## config.mk

```make
export PLATFORM = sky130hd
export DESIGN_NAME = twire_byte_engine
export DESIGN_NICKNAME = d
export VERILOG_FILES = /design/src/rtl/twb_pkg.sv /design/src/rtl/twb_phase_timer.sv /design/src/rtl/twb_shifter.sv /design/src/rtl/twire_byte_engine.sv
export SDC_FILE = /design/constraint.sdc
export NUM_CORES = 1
export LEC_CHECK = 0
export ABC_AREA = 1
export BUFFER_PORTS_ARGS = -buffer_cell sky130_fd_sc_hd__buf_2
export CORE_MARGIN = 5
export CORE_UTILIZATION = 58
export DETAILED_ROUTE_END_ITERATION = 7
export GPL_ROUTABILITY_DRIVEN = 0
export PLACE_DENSITY = 0.84
export SLEW_MARGIN = 15
export SYNTH_ARGS = -nofsm -noshare
export SYNTH_HDL_FRONTEND = slang
export SYNTH_SLANG_ARGS = --single-unit
export TNS_END_PERCENT = 1
```

## constraint.sdc

```tcl
create_clock -name clk -period 2.8 [get_ports clk]
set_input_delay 0.56 -clock clk [delete_from_list [all_inputs] [get_ports clk]]
set_output_delay 0.56 -clock clk [all_outputs]
set_load 0.02 [all_outputs]
```

## src/rtl/twb_pkg.sv

```systemverilog
package twb_pkg;
  typedef enum logic [1:0] {
    OP_NONE  = 2'b00,
    OP_RESET = 2'b01,
    OP_WRITE = 2'b10,
    OP_READ  = 2'b11
  } twb_op_e;

  typedef enum logic [3:0] {
    S_IDLE,
    S_RLOW,
    S_RSETTLE,
    S_WPREP,
    S_WSETUP,
    S_WHIGH,
    S_WLOW,
    S_RDLOW,
    S_RDHIGH
  } twb_state_e;
endpackage

```

## src/rtl/twb_phase_timer.sv

```systemverilog
module twb_phase_timer #(
  parameter int CNT_W = 8
) (
  input  logic             clk,
  input  logic             rst_n,
  input  logic             load,
  input  logic [CNT_W-1:0] load_val,
  output logic             expired
);
  logic [CNT_W-1:0] cnt_q;

  always_ff @(posedge clk or negedge rst_n) begin
    if (!rst_n)             cnt_q <= '0;
    else if (load)          cnt_q <= load_val;
    else if (cnt_q != '0)   cnt_q <= cnt_q - 1'b1;
  end

  assign expired = (cnt_q == '0);

  AST_TMR_NO_WRAP: assert property (@(posedge clk) disable iff (!rst_n)
    (!$past(load) && $past(cnt_q) == '0) |-> cnt_q == '0);
endmodule

```

## src/rtl/twb_shifter.sv

```systemverilog
module twb_shifter #(
  parameter int DATA_W = 8
) (
  input  logic              clk,
  input  logic              rst_n,
  input  logic              load,
  input  logic [DATA_W-1:0] load_val,
  input  logic              shift,
  input  logic              in_bit,
  output logic [DATA_W-1:0] q,
  output logic              last,
  output logic              full
);
  localparam int CW = $clog2(DATA_W + 1);

  logic [CW-1:0] cnt_q;

  always_ff @(posedge clk or negedge rst_n) begin
    if (!rst_n) begin
      q     <= '0;
      cnt_q <= '0;
    end else if (load) begin
      q     <= load_val;
      cnt_q <= '0;
    end else if (shift) begin
      q     <= {in_bit, q[DATA_W-1:1]};
      cnt_q <= cnt_q + 1'b1;
    end
  end

  assign last = (cnt_q == CW'(DATA_W - 1));
  assign full = (cnt_q == CW'(DATA_W));

  AST_BITCNT_BOUND: assert property (@(posedge clk) disable iff (!rst_n)
    cnt_q <= CW'(DATA_W));
endmodule

```

## src/rtl/twire_byte_engine.sv

```systemverilog
module twire_byte_engine
  import twb_pkg::*;
#(
  parameter int DATA_W      = 8,
  parameter int PHASE_CYC   = 1000,
  parameter int RST_LOW_CYC = 100000,
  parameter int SETTLE_CYC  = 1000
) (
  input  logic              clk,
  input  logic              rst_n,
  input  logic              cmd_valid,
  output logic              cmd_ready,
  input  logic [1:0]        cmd_op,
  input  logic [DATA_W-1:0] cmd_wdata,
  output logic              rsp_done,
  output logic [DATA_W-1:0] rsp_rdata,
  output logic              busy,
  output logic              line_rst_n,
  output logic              line_clk,
  output logic              dq_out,
  output logic              dq_oe,
  input  logic              dq_in
);
  localparam int MAX_A = (PHASE_CYC > SETTLE_CYC) ? PHASE_CYC : SETTLE_CYC;
  localparam int MAX_CYC = (MAX_A > RST_LOW_CYC) ? MAX_A : RST_LOW_CYC;
  localparam int CNT_W = $clog2(MAX_CYC + 1);

  twb_state_e state_q, state_d;
  twb_op_e    op_q;
  logic       busy_q, done_q, clk_q, oe_q;
  logic [DATA_W-1:0] rdata_q;

  logic             tmr_load, tmr_exp;
  logic [CNT_W-1:0] tmr_val;
  logic             sh_load, sh_shift, sh_in, sh_last, sh_full;
  logic [DATA_W-1:0] sh_q, sh_val;
  logic             accept;

  assign cmd_ready = !busy_q;
  assign accept    = cmd_valid && cmd_ready && (twb_op_e'(cmd_op) != OP_NONE);

  twb_phase_timer #(.CNT_W(CNT_W)) u_tmr (
    .clk(clk), .rst_n(rst_n), .load(tmr_load), .load_val(tmr_val),
    .expired(tmr_exp)
  );

  twb_shifter #(.DATA_W(DATA_W)) u_sh (
    .clk(clk), .rst_n(rst_n), .load(sh_load), .load_val(sh_val),
    .shift(sh_shift), .in_bit(sh_in), .q(sh_q), .last(sh_last), .full(sh_full)
  );

  always_comb begin
    state_d  = state_q;
    sh_load  = 1'b0;
    sh_val   = '0;
    sh_shift = 1'b0;
    sh_in    = 1'b0;
    unique case (state_q)
      S_IDLE: if (accept) begin
        unique case (twb_op_e'(cmd_op))
          OP_RESET: state_d = S_RLOW;
          OP_WRITE: begin state_d = S_WPREP; sh_load = 1'b1; sh_val = cmd_wdata; end
          OP_READ:  begin state_d = S_RDLOW; sh_load = 1'b1; end
          default:  state_d = S_IDLE;
        endcase
      end
      S_RLOW:    if (tmr_exp) state_d = S_RSETTLE;
      S_RSETTLE: if (tmr_exp) state_d = S_IDLE;
      S_WPREP:   state_d = S_WSETUP;
      S_WSETUP:  if (tmr_exp) state_d = S_WHIGH;
      S_WHIGH:   if (tmr_exp) state_d = S_WLOW;
      S_WLOW: if (tmr_exp) begin
        sh_shift = 1'b1;
        state_d  = sh_last ? S_IDLE : S_WSETUP;
      end
      S_RDLOW: if (tmr_exp) begin
        sh_shift = 1'b1;
        sh_in    = dq_in;
        state_d  = S_RDHIGH;
      end
      S_RDHIGH: if (tmr_exp) state_d = sh_full ? S_IDLE : S_RDLOW;
      default: state_d = S_IDLE;
    endcase
  end

  // Every phase entry is a state change, so the timer restarts on it.
  always_comb begin
    tmr_load = (state_d != state_q);
    unique case (state_d)
      S_RLOW:    tmr_val = CNT_W'(RST_LOW_CYC - 1);
      S_RSETTLE: tmr_val = CNT_W'(SETTLE_CYC - 1);
      default:   tmr_val = CNT_W'(PHASE_CYC - 1);
    endcase
  end

  always_ff @(posedge clk or negedge rst_n) begin
    if (!rst_n) begin
      state_q <= S_IDLE;
      op_q    <= OP_NONE;
      busy_q  <= 1'b0;
      done_q  <= 1'b0;
      clk_q   <= 1'b1;
      oe_q    <= 1'b0;
      rdata_q <= '0;
    end else begin
      state_q <= state_d;
      done_q  <= 1'b0;
      if (accept) begin
        busy_q <= 1'b1;
        op_q   <= twb_op_e'(cmd_op);
      end
      if (state_q != S_IDLE && state_d == S_IDLE) begin
        busy_q <= 1'b0;
        done_q <= 1'b1;
        if (op_q == OP_READ) rdata_q <= sh_q;
      end
      unique case (state_d)
        S_RSETTLE, S_WPREP, S_WSETUP, S_WLOW: begin clk_q <= 1'b0; oe_q <= 1'b1; end
        S_WHIGH:  begin clk_q <= 1'b1; oe_q <= 1'b1; end
        S_RDLOW:  begin clk_q <= 1'b0; oe_q <= 1'b0; end
        S_RDHIGH: begin clk_q <= 1'b1; oe_q <= 1'b0; end
        default: ;
      endcase
    end
  end

  assign busy       = busy_q;
  assign rsp_done   = done_q;
  assign rsp_rdata  = rdata_q;
  assign line_rst_n = (state_q != S_RLOW);
  assign line_clk   = clk_q;
  assign dq_oe      = oe_q;
  assign dq_out     = (state_q == S_WPREP) ? 1'b1 :
                      (state_q == S_WSETUP || state_q == S_WHIGH || state_q == S_WLOW) ? sh_q[0] :
                      1'b0;

  AST_RST_ONLY_BUSY: assert property (@(posedge clk) disable iff (!rst_n)
    !line_rst_n |-> busy);
  AST_SETTLE_LEVELS: assert property (@(posedge clk) disable iff (!rst_n)
    ($rose(line_rst_n) && busy) |-> (!line_clk && dq_oe && !dq_out));
  AST_WR_DQ_STABLE: assert property (@(posedge clk) disable iff (!rst_n)
    (line_clk && $past(line_clk) && dq_oe) |-> $stable(dq_out));
  AST_RD_RELEASED: assert property (@(posedge clk) disable iff (!rst_n)
    (busy && op_q == OP_READ) |-> !dq_oe);
  AST_BUSY_NEEDS_REQ: assert property (@(posedge clk) disable iff (!rst_n)
    $rose(busy) |-> $past(cmd_valid));
  AST_DONE_ENDS_BUSY: assert property (@(posedge clk) disable iff (!rst_n)
    rsp_done |-> (!busy && $past(busy)));
  AST_DONE_ONE_CYCLE: assert property (@(posedge clk) disable iff (!rst_n)
    rsp_done |=> !rsp_done);
endmodule

```

# Word-level counts from Yosys, hierarchy flattened
# Index checks and enable logic that the tools add are counted.
# word_totals
word_cells	96
out_inout_bits	15
input_bits	14
register_bits	47
# classes
mux	36
eq_ne	24
add_sub_neg	2
reduce_logical	24
# ops
operator	count
17-bit 2-to-1 mux	3
4-bit 2-to-1 mux	10
8-bit 2-to-1 mux	5
4-bit by 3-bit equality test with 1-bit output (second input constant)	9
4-bit one-hot mux with 9 select lines	1
17-bit logical NOT	1
17-bit nonzero test	1
17-bit by 1-bit subtractor with 17-bit output (second input constant)	1
4-bit by 2-bit equality test with 1-bit output (second input constant)	4
4-bit equality test (second input constant)	3
1-bit 2-to-1 mux	12
2-bit nonzero test	6
5-bit OR reduction	2
3-bit one-hot mux with 3 select lines	1
4-bit by 1-bit equality test with 1-bit output (second input constant)	2
4-bit logical NOT	2
2-bit OR reduction	4
2-bit equality test (second input constant)	3
3-bit 2-to-1 mux	2
4-bit by 1-bit adder with 4-bit output (second input constant)	1
4-bit by 1-bit inequality test with 1-bit output (second input constant)	1
4-bit inequality test	1
1-bit one-hot mux with 2 select lines	2
4-bit nonzero test	1
other kinds (5)	8

# Logic depth before layout (Yosys ltp)
# logic_depth
depth_word	8
mapped_depth	19
mapped_depth_nobuf	19

# Cells and area by module
# From an unflattened synthesis, not the netlist that was laid out.
# hier_totals
hier_cells	436
area_unflattened_um2	3045.4
# modules_own_cells
module	area_each_um2	seq_area_each_um2	instances	cells_per_inst
twire_byte_engine	1271.2	451.7	1	195
twb_phase_timer	1181.1	425.4	1	170
twb_shifter	593.1	300.3	1	71

# Worst setup path after synthesis
# OpenSTA, ideal clock, no wires.
# synth_path
path_kind	flip-flop to flip-flop
startpoint	reg u_tmr.cnt_q[0]
endpoint	reg rdata_q[0], in the netlist rsp_rdata[0]
setup_time_ns	0.121
synth_period_minus_slack_ns	2.089
path_buffers	1
slack_ns	0.711
path_stages_with_launch	17
required_ns	2.679
arrival_ns	1.969
path_cell_list	dfrtp_1 > inv_1 > ha_1 > inv_1 > nor2_1 > nand2_1 > nor2_4 > nand3_1 > nand2_1 > nand2_1 > nand2_2 > nand2_4 > nor2_2 > nand2_2 > nor3_4 > buf_6 > o21ai_1
# synth_between
elab_chain_len	6
word_cells_on_any_way	12
cone_classes	8 x mux; 4 x reduce/logical
# synth_rtl
item	line	rtl
start: declaration	twb_phase_timer.sv:10	logic [CNT_W-1:0] cnt_q;
start signal: assignment	twb_phase_timer.sv:14	else if (load) cnt_q <= load_val;
start signal: assignment	twb_phase_timer.sv:15	else if (cnt_q != '0) cnt_q <= cnt_q - 1'b1;
17-bit logical NOT *	twb_phase_timer.sv:18	assign expired = (cnt_q == '0);
4-bit 2-to-1 mux (tied with other cells)	twire_byte_engine.sv:81	S_RDHIGH: if (tmr_exp) state_d = sh_full ? S_IDLE : S_RDLOW;
4-bit one-hot mux with 9 select lines *	twire_byte_engine.sv:58	unique case (state_q)
net state_d[2]	twire_byte_engine.sv:28	twb_state_e state_q, state_d;
4-bit logical NOT *	twire_byte_engine.sv:112	if (state_q != S_IDLE && state_d == S_IDLE) begin
1-bit logical AND *	twire_byte_engine.sv:112	
2-bit AND reduction (no source line) *	n/a	
end signal: assignment	twire_byte_engine.sv:115	if (op_q == OP_READ) rdata_q <= sh_q;
end: declaration	twire_byte_engine.sv:31	logic [DATA_W-1:0] rdata_q;
# Mark *: on every way through the listed nets, which the timed path passes. The rest lies on a longest branch.
# A chain may end at the register's enable or synchronous reset.

# Final worst setup path
# layout_path
startpoint	reg u_tmr.cnt_q[0]
endpoint	reg u_tmr.cnt_q[3]
# layout_between
elab_chain_len	6
word_cells_on_any_way	17
cone_classes	1 x add/sub; 2 x eq/ne; 11 x mux; 3 x reduce/logical
# layout_rtl
item	line	rtl
17-bit logical NOT *	twb_phase_timer.sv:18	
4-bit 2-to-1 mux (tied with other cells)	twire_byte_engine.sv:81	
4-bit one-hot mux with 9 select lines *	twire_byte_engine.sv:58	
net state_d[0]	twire_byte_engine.sv:28	
4-bit by 1-bit equality test with 1-bit output	twire_byte_engine.sv:89	unique case (state_d)
17-bit 2-to-1 mux	twire_byte_engine.sv:89	
17-bit 2-to-1 mux	twb_phase_timer.sv:14	
# Mark *: on every way through the listed nets, which the timed path passes. The rest lies on a longest branch. The select of a mux whose other input is x is not followed.

==> metrics.md <==
| Metric | Value |
|---|---|
| Outcome | completed |
| Net count after synthesis | 351 |
| Vias per std cell | 5.32 |
| Synth cell count leaders | 81 x nand2_1, 46 x dfrtp_1, 37 x inv_1 |
| Startpoint types | flop |
| Critical path data required time | 3000 ps |
| Clock slew at reported path FFs | 80 ps |
| Sequential area share after synthesis | 0.446 |
| Crit. Startpoint | u_tmr.cnt_q[0] |
| Setup TNS | 0 ps |
| CP arrival | 2610 ps |
| Post-CTS setup buffer count | 0 |
| Ant. Diodes | 0 |
| Cell Pwr Density | 418 nW/um2 |
| CTS root buffer | clkbuf_8 |
| Number of fill cells | 365 |
| Detailed placement HPWL | a little over 4000 um |
| Die ar. | 6000 um2 |
| Setup ws final | 392 ps |
| Top FF cell, synth | dfrtp_1 |
| Max VDD drop | approximately 0.32 mV |
| Final Power | 1.24 mW |
| TritonCTS clock tree | yes |
| RSZ-0062 raised after global routing | no |
| Cts hold-fix bufs | 0 |
| Initial antenna violation count | 0 |
| Mapped Cells | approximately 330 |
| Layout Skew | between 4 and 5 ps |
| CTS buffer count | 5 |
| Gates resized, CTS repair | 0 |
| Yosys reg bits | 47 |
| Synth area leaders | dfrtp_1 44%, nand2_1 12%, inv_1 5.3%, nor2_1 4.8%, nand3_1 3.4% |
| Synthesized cell area | between 2000 and 3000 um2 |
| Finished Cell Area | slightly below 3000 um2 |
| Global-route wire length before repair | 9540 um |
| Largest net degree at the start of global routing | 23 |
| WS Path Type | reg2reg |
| CTS Sinks | 47 |
| Asr flop ratio synth | 1.00 |
| Initial Util | 0.602 |
| Fin util | 0.674 |
| Core Area | 4380 um2 |
| CTS H-tree depth | 2 |
| Cell variety after synth | 34 |
| Routed WL | approximately 5300 um |
| Average size of a mapped cell | 7.92 um2 |
| Worst slew pin tran | ~500 ps |
| Ports | 29 |
| Worst-Skew Late Latency | 300 ps |
| Max Freq | 0.415 GHz |
| Critical Path Fanout Max | 15 |
| Nets | 384 |
| Fin crit period | roughly 2400 ps |
| Post-synth EDFFs | 0 |
| R2r worst-path depth | 19 |
| Final setup fails | 0 |
| Row count | 24 |
| Setup WS pre-CTS | 388 ps |
| Final instance count without filler cells | 419 |
| Placement Cell Area | 2840 um2 |
| Tightest hold margin | 131 ps |
| Share of cells above drive strength 1 | 0.213 |
| Initial DRC count | 167 |
| Reg-to-reg endpoint | u_tmr.cnt_q[3] |
| Pleak | 1.47 nW |
| Vias in the first global route | around 2200 |
| Worst flop-to-flop path startpoint | u_tmr.cnt_q[0] |
| Number of instances in the placed design | about 410 |
| Post-synth top area cell | dfrtp_1 |
| GRT Util Overall | 0.190 |
| Number of detailed-route iterations in the first pass | 5 |
| Die H | 77.5 um |
| Critical Path End Type | flop |
| Most common cell in the synthesized netlist | nand2_1 |
| Remaining DRCs | 0 |
| Post-DRT Antenna Nets | 0 |
| Vias | around 2200 |
| Area grow syn2layout | 12.0% |
| Port Buffers | 28 |
| Tcrit/Tclk final | 0.860 |
| Final Hold Viols | 0 |
| Bufs on Longest Clock Path | 2 |
| Yosys warning total | 0 |
| Overflow after GRT | 0 |
| Area share of the largest cell type after synthesis | 0.436 |
| Max-cap violation count | 0 |
| Max Slew Vio Count | 0 |
| Reg2Reg Setup Slack | a little under 400 ps |
| Die width | 77.5 um |
| Detail-routed net length per standard cell | around 13 um |
| Worst slew margin | 0.667 |
| Hold Path Class | in2async |
critical path, stage by stage (launching register included):
cell and delay, ps:
dfrtp_1 380, inv_1 130, ha_1 180, inv_1 50, nor2_1 80, nand2_1 90, nor2_4 130, nand2_4 140
a21oi_1 150, nand2_1 70, nand2_2 90, nand2_2 80, nand2_1 60, nand2_1 50, nor2_2 130, nand2_2 170
inv_2 160, nand2_1 60, nand2_1 60, inv_1 40
flip-flops by register name, summed over array words and instances, names as in the netlist:
register	count
u_tmr.cnt_q	17
rsp_rdata	8
u_sh.q	8
state_q	4
u_sh.cnt_q	4
op_q	2
busy	1
dq_oe	1
line_clk	1
rsp_done	1
layout make-up:
| cell class | instances | area, um2 | share of cell area |
|---|---|---|---|
| Sequential cell | 47 | 1180 | 0.398 |
| Inverter | 40 | 150 | 0.0508 |
| Multi-Input combinational cell | 241 | 1280 | 0.434 |
| Tap cell | 52 | 65.1 | 0.0220 |
| Timing Repair Buffer | 31 | 163 | 0.0550 |
| Clock buffer | 6 | 82.6 | 0.0279 |
| Clock inverter | 2 | 35.0 | 0.0119 |
cell usage in the layout, fill, tap and decap left out, types with 7 or more instances in the layout:
| cell | n |
|---|---|
| a21oi_1 | 12 |
| buf_2 | 28 |
| dfrtp_1 | 46 |
| inv_1 | 37 |
| nand2_1 | 81 |
| nand2_2 | 13 |
| nand3_1 | 18 |
| nor2_1 | 34 |
| nor2_2 | 8 |
| nor3_1 | 7 |
| o21ai_0 | 14 |
| xnor2_1 | 7 |
| xor2_1 | 7 |
where the power goes:
group          internal [mW]  total, mW  leakage, nW  switching, mW
Clock                  0.289      0.517       0.0612          0.228
Sequential             0.684      0.688        0.543        0.00430
Combinational         0.0117     0.0320        0.863         0.0202
Total                  0.984       1.24         1.47          0.252
routing by layer:
layer  up-vias  GRT usage  share of wire
met1      1024      0.257           0.45
met5         -          0              0
met3         7     0.0382          0.053
met4         0     0.0481         0.0090
met2        69      0.314           0.48
li1       1128          -              -
how the worst max path moves through the flow:
stage | endpoint | slack (ps)
finish | u_tmr.cnt_q[3] | 390
global route | u_tmr.cnt_q[10] | 70
CTS | u_tmr.cnt_q[10] | 390
detailed placement | u_tmr.cnt_q[3] | 390
global placement | u_tmr.cnt_q[4] | 480
floorplan | rsp_rdata[0] | 710
cell families (layout without fill, tap and decap cells):
logic type,count (synthesis),in the layout,share of synthesized area
AND/OR/NAND/NOR,182,182,0.332
flip-flops,47,47,0.446
buffers and inverters,45,79,0.0678
AO/OA/AOI/OAI,41,41,0.0887
XOR/XNOR,14,14,0.0465
adder cells (fa/ha/maj),4,4,0.0190
Note: power is estimated with default switching activity, not from simulation.
